`src/rtl/vrm_pkg.sv`:
```
package vrm_pkg;
  localparam int ADDR_W  = 32;
  localparam int PAGE_W  = 9;
  localparam int FIELD_W = 21;
  localparam int RSV_LO  = 12;
  localparam int RSV_HI  = 18;
  localparam int PAD_W   = ADDR_W - FIELD_W - PAGE_W;

  typedef enum logic [1:0] {
    MEM_FLASH = 2'b00,
    MEM_SRAM  = 2'b10
  } mem_sel_e;

  typedef logic [ADDR_W-1:0]  addr_t;
  typedef logic [FIELD_W-1:0] field_t;

  function automatic logic in_low_page(input addr_t a);
    return a[ADDR_W-1:PAGE_W] == '0;
  endfunction

  function automatic addr_t join_page(input field_t f, input addr_t a);
    return {{PAD_W{1'b0}}, f, a[PAGE_W-1:0]};
  endfunction

  function automatic field_t take_field(input addr_t a);
    return a[PAGE_W+FIELD_W-1:PAGE_W];
  endfunction

  function automatic logic target_legal(input addr_t a);
    field_t f;
    logic   sel_ok;
    f      = take_field(a);
    sel_ok = (f[FIELD_W-1 -: 2] == MEM_FLASH) || (f[FIELD_W-1 -: 2] == MEM_SRAM);
    return (a[PAGE_W-1:0] == '0) && (a[ADDR_W-1:PAGE_W+FIELD_W] == '0) &&
           (f[RSV_HI:RSV_LO] == '0) && sel_ok;
  endfunction
endpackage

```
`src/rtl/vrm_cmd_check.sv`:
```
module vrm_cmd_check
  import vrm_pkg::*;
(
  input  addr_t  cmd_addr,
  output logic   cmd_ok,
  output field_t cmd_field
);
  always_comb begin
    cmd_ok    = target_legal(cmd_addr);
    cmd_field = take_field(cmd_addr);
  end
endmodule

```
`src/rtl/vrm_map_reg.sv`:
```
module vrm_map_reg
  import vrm_pkg::*;
(
  input  logic   clk,
  input  logic   rst_n,
  input  logic   cmd_valid,
  input  logic   cmd_ok,
  input  field_t cmd_field,
  output field_t field_q,
  output logic   fail_q
);
  logic load_en;
  logic reject_en;

  assign load_en   = cmd_valid && cmd_ok;
  assign reject_en = cmd_valid && !cmd_ok;

  always_ff @(posedge clk or negedge rst_n) begin
    if (!rst_n) begin
      field_q <= '0;
      fail_q  <= 1'b0;
    end else begin
      fail_q <= reject_en;
      if (load_en) field_q <= cmd_field;
    end
  end

  assert_load_R6: assert property (@(posedge clk) disable iff (!rst_n)
    load_en |=> (field_q == $past(cmd_field)) && !fail_q);

  assert_keep_R7: assert property (@(posedge clk) disable iff (!rst_n)
    reject_en |=> $stable(field_q) && fail_q);

  assert_quiet_R11: assert property (@(posedge clk) disable iff (!rst_n)
    !cmd_valid |=> $stable(field_q) && !fail_q);

  assert_rsv_zero_R8: assert property (@(posedge clk) disable iff (!rst_n)
    field_q[RSV_HI:RSV_LO] == '0);

  assert_sel_legal_R9: assert property (@(posedge clk) disable iff (!rst_n)
    !field_q[FIELD_W-2]);
endmodule

```
`src/rtl/vrm_xlate.sv`:
```
module vrm_xlate
  import vrm_pkg::*;
(
  input  addr_t  bus_addr,
  input  logic   secure_hit,
  input  field_t field_q,
  output addr_t  out_addr,
  output logic   out_sram,
  output logic   remap_hit
);
  always_comb begin
    remap_hit = in_low_page(bus_addr) && !secure_hit;
    out_addr  = remap_hit ? join_page(field_q, bus_addr) : bus_addr;
    out_sram  = remap_hit && (field_q[FIELD_W-1 -: 2] == MEM_SRAM);
  end
endmodule

```
`src/rtl/vector_remap.sv`:
```
module vector_remap
  import vrm_pkg::*;
(
  input  logic        clk,
  input  logic        rst_n,
  input  logic [31:0] bus_addr,
  input  logic        secure_hit,
  input  logic        cmd_valid,
  input  logic [31:0] cmd_addr,
  output logic [31:0] out_addr,
  output logic        out_sram,
  output logic        cmd_fail,
  output logic [31:0] status_word
);
  logic   cmd_ok;
  field_t cmd_field;
  field_t field_q;
  logic   remap_hit;

  vrm_cmd_check u_check (
    .cmd_addr (cmd_addr),
    .cmd_ok   (cmd_ok),
    .cmd_field(cmd_field)
  );

  vrm_map_reg u_map (
    .clk      (clk),
    .rst_n    (rst_n),
    .cmd_valid(cmd_valid),
    .cmd_ok   (cmd_ok),
    .cmd_field(cmd_field),
    .field_q  (field_q),
    .fail_q   (cmd_fail)
  );

  vrm_xlate u_xlate (
    .bus_addr  (bus_addr),
    .secure_hit(secure_hit),
    .field_q   (field_q),
    .out_addr  (out_addr),
    .out_sram  (out_sram),
    .remap_hit (remap_hit)
  );

  assign status_word = {{PAD_W{1'b0}}, field_q, {PAGE_W{1'b0}}};

  assert_bypass_R3: assert property (@(posedge clk) disable iff (!rst_n)
    !remap_hit |-> (out_addr == bus_addr) && !out_sram);

  assert_secure_R4: assert property (@(posedge clk) disable iff (!rst_n)
    secure_hit |-> !remap_hit);
endmodule

```
`config.mk`:
```
export PLATFORM = sky130hd
export DESIGN_NAME = vector_remap
export DESIGN_NICKNAME = d
export VERILOG_FILES = /design/src/rtl/vrm_pkg.sv /design/src/rtl/vrm_cmd_check.sv /design/src/rtl/vrm_map_reg.sv /design/src/rtl/vrm_xlate.sv /design/src/rtl/vector_remap.sv
export SDC_FILE = /design/constraint.sdc
export NUM_CORES = 1
export LEC_CHECK = 0
export CAP_MARGIN = 20
export CORE_ASPECT_RATIO = 2
export CORE_MARGIN = 2
export CORE_UTILIZATION = 28
export CTS_BUF_LIST = sky130_fd_sc_hd__clkbuf_16
export DETAILED_ROUTE_END_ITERATION = 8
export HOLD_SLACK_MARGIN = 0.15
export PLACE_DENSITY = 0.9
export SYNTH_ARGS = -nofsm -noshare
export SYNTH_HDL_FRONTEND = slang
export SYNTH_SLANG_ARGS = --single-unit
export TNS_END_PERCENT = 50
```
`constraint.sdc`:
```
create_clock -name clk -period 1.9 [get_ports clk]
set_clock_uncertainty 0.15 [all_clocks]
set_input_delay 0.19 -clock clk [delete_from_list [all_inputs] [get_ports clk]]
set_output_delay 0.19 -clock clk [all_outputs]
set_load 0.02 [all_outputs]
```
==> impl_metrics.toml, run 1 <==
[power_and_ir_drop]
p_leak_nw = 1.230
vdd_drop_max_mv = 0.4225
p_per_area_mw_per_mm2 = 495.1

[synthesis]
syn_avg_cell_area_sq_um = 11.57
synth_commonest_cells = "22 x dfrtp_1, 21 x a21o_1, 20 x buf_4"
synthFlopType = "dfrtp_1"
synth_edf_count = 0
synth-seq-cells = 22
ys_seq_area_share_pct = 43.65
synth_cells = 109
async_flop_share_pct = 100.0
yosysUniqueCellTypes = 17
yosysMostFrequentCell = "dfrtp_1"
synth_area_leader_cell = "dfrtp_1"
synth.top_cell.area_share_pct = 43.65
netlist_area_sq_mm = 0.001261
synth_area_leaders = "dfrtp_1 44%, mux2_4 14%, a21o_1 13%"
yosysWarnings = 0

[cts]
postCtsHoldBufs = 0
tritoncts = "built"
cts_sinks = 22
cts_max_level = 1
clockRootBuffer = "clkbuf_16"
cts_buffer_depth = 2
numCtsBuffers = 3
clk_pin_slew_worst_paths_ps = 60
clk_latency_ps = 250

[critical_path]
path_max_fanout = 6
worstReg2RegStart = "u_map.field_q[0]$_DFFE_PN0P_"
critPathCaptureType = "flop"
r2r_end = "u_map.field_q[0]$_DFFE_PN0P_"
cp_data_required_time_ps = 1890
cp-start-kind = "input port"
cp.arrival_ps = 1900
rrSetupSlack_ps = 950
crit_type = "input port to flop"
r2r_cells = 1

[die]
core_area_sq_mm = 0.004339
start_util_pct = 29.07
ios = 134
die_y_microns = 98.91
dieWidth_microns = 51.46
num_rows = 34
dieArea_sq_mm = 0.005089

[placed_design]
placed_cells = 261
hpwl_mm = 3.274
portBuffers = 104
place_congestion = 0.6856
placed_cell_area_sq_mm = 0.002295

[timing]
slew_violations = 0
rsz0062_at_grt = "yes"
hold_violations = 0
timing.final.crit_share_pct = 100.4
holdWs_ps = 145.9
fin_ws_ps = -7.976
finalCriticalPeriod_ps = 1908
fmax_mhz = 524.1
setup_viol = 6

[route]
drt_wl_total_mm = 4.889
drc = 0
wl_per_cell_microns = 18.04
drtIter0Drc = 13
drt.antenna.violating_nets = 0
num_vias = 1284
dr.pass1.iters = 4
viasPerCell = 4.738

[layout]
drive_gt1_share_pct = 38.25
final_area_sq_mm = 0.002410
fin_util_pct = 55.54
layout.nets = 286
synthToLayoutAreaGrowth_pct = 91.07
antenna_cells = 0
stdcell_count = 271

[global_route]
grt_usage_pct = 18.58
grt_pass1_vias = 1414
antenna_found_initial = 0
grt.overflow.total = 0
grt_pass1_wl_mm = 7.176
grt_max_degree = 23

[status]
status = "finished with violations"
violations = "setup timing"

[min_path]
hold_class = "input port to async pin"

[job]
max_cap_violations = 0
## routing by layer
layer	GRT usage, %	vias up	share of wire, %
met3	2.879	12	8.1
met1	18.73	609	31
met2	36.88	79	58
li1	-	584	-
met4	5.061	0	2.2
met5	0	-	0
## layout make-up
class,instances,area [sq um]
Clock buffer,3,75.07
Tap cell,54,67.56
Sequential cell,22,550.5
Multi-Input combinational cell,73,670.6
Clock inverter,1,3.754
Timing Repair Buffer,118,1042
Fill cell,390,1929
## what timing repair did
item,in CTS,in global routing
endpoints found under the setup margin,43,34
gates resized for setup,177,51
hold endpoints to repair,0,0
buffers inserted,2,0
pin swaps,17,19
gates cloned,4,0
## how the worst max path moves through the flow
stage / from / to / slack (ps) / cells after the start
after floorplan: cmd_addr[2] / u_map.field_q[10]$_DFFE_PN0P_ / 80 / 5
after global placement: bus_addr[16] / out_addr[26] / -840 / 7
after detailed placement: bus_addr[16] / out_addr[10] / -780 / 7
after CTS: bus_addr[23] / out_addr[13] / 2 / 7
after global routing: cmd_addr[2] / u_map.field_q[5]$_DFFE_PN0P_ / -40 / 6
final: cmd_addr[4] / u_map.field_q[5]$_DFFE_PN0P_ / -8 / 6
## worst max-delay path, cell delays in order
cell,delay [ps]
dlygate4sd2_1,240
nor4_2,240
nand4_1,140
buf_6,150
or4_4,590
mux2_4,340
## sequential cells by signal, indices dropped and copies added (netlist names)
register	flops
u_map.fail_q	1
u_map.field_q	21
## report_power, final
part           internal, mW  switching (mW)  total [mW]
Combinational         0.140           0.131       0.271
Sequential            0.469        0.000272       0.470
Clock                 0.281           0.172       0.453
## cell families (layout without fill, tap and decap cells)
logic type	Yosys count	in the layout	synth area share [%]
simple gates	25	27	12.60
buf+inv	26	122	14.88
other cells	1	11	0.2973
compound gates	22	22	13.39
mux	13	13	15.18
flops	22	22	43.65
## per-stage QoR
step / setup TNS [ps] / worst slack (ps) / total power, mW
final: -25.35 / -7.976 / 1.193
after global routing: -281.0 / -41.28 / 1.248
after CTS: 0 / 1.706 / 1.192
after detailed placement: -26280 / -779.8 / 0.7612
after global placement: -26260 / -841.0 / 0.7571
after floorplan: 0 / 81.62 / 0.6042
## placed cells by master (no fill, tap or decap), types with 10 or more instances in the layout
cell type / instances
a21o_1: 21
conb_1: 11
mux2_4: 12
clkdlybuf4s50_1: 42
clkdlybuf4s15_1: 10
buf_4: 17
dfrtp_1: 22
dlygate4sd2_1: 13
buf_6: 16
clkbuf_2: 13
Note: power is estimated with default switching activity, not from simulation.
==> run 2: changes to the inputs <==
ABC_CLOCK_PERIOD_IN_PS = 1900   (was not set)
==> results of run 2 <==
Same layout as run 1: the final DEF is identical, and so are final timing and power.
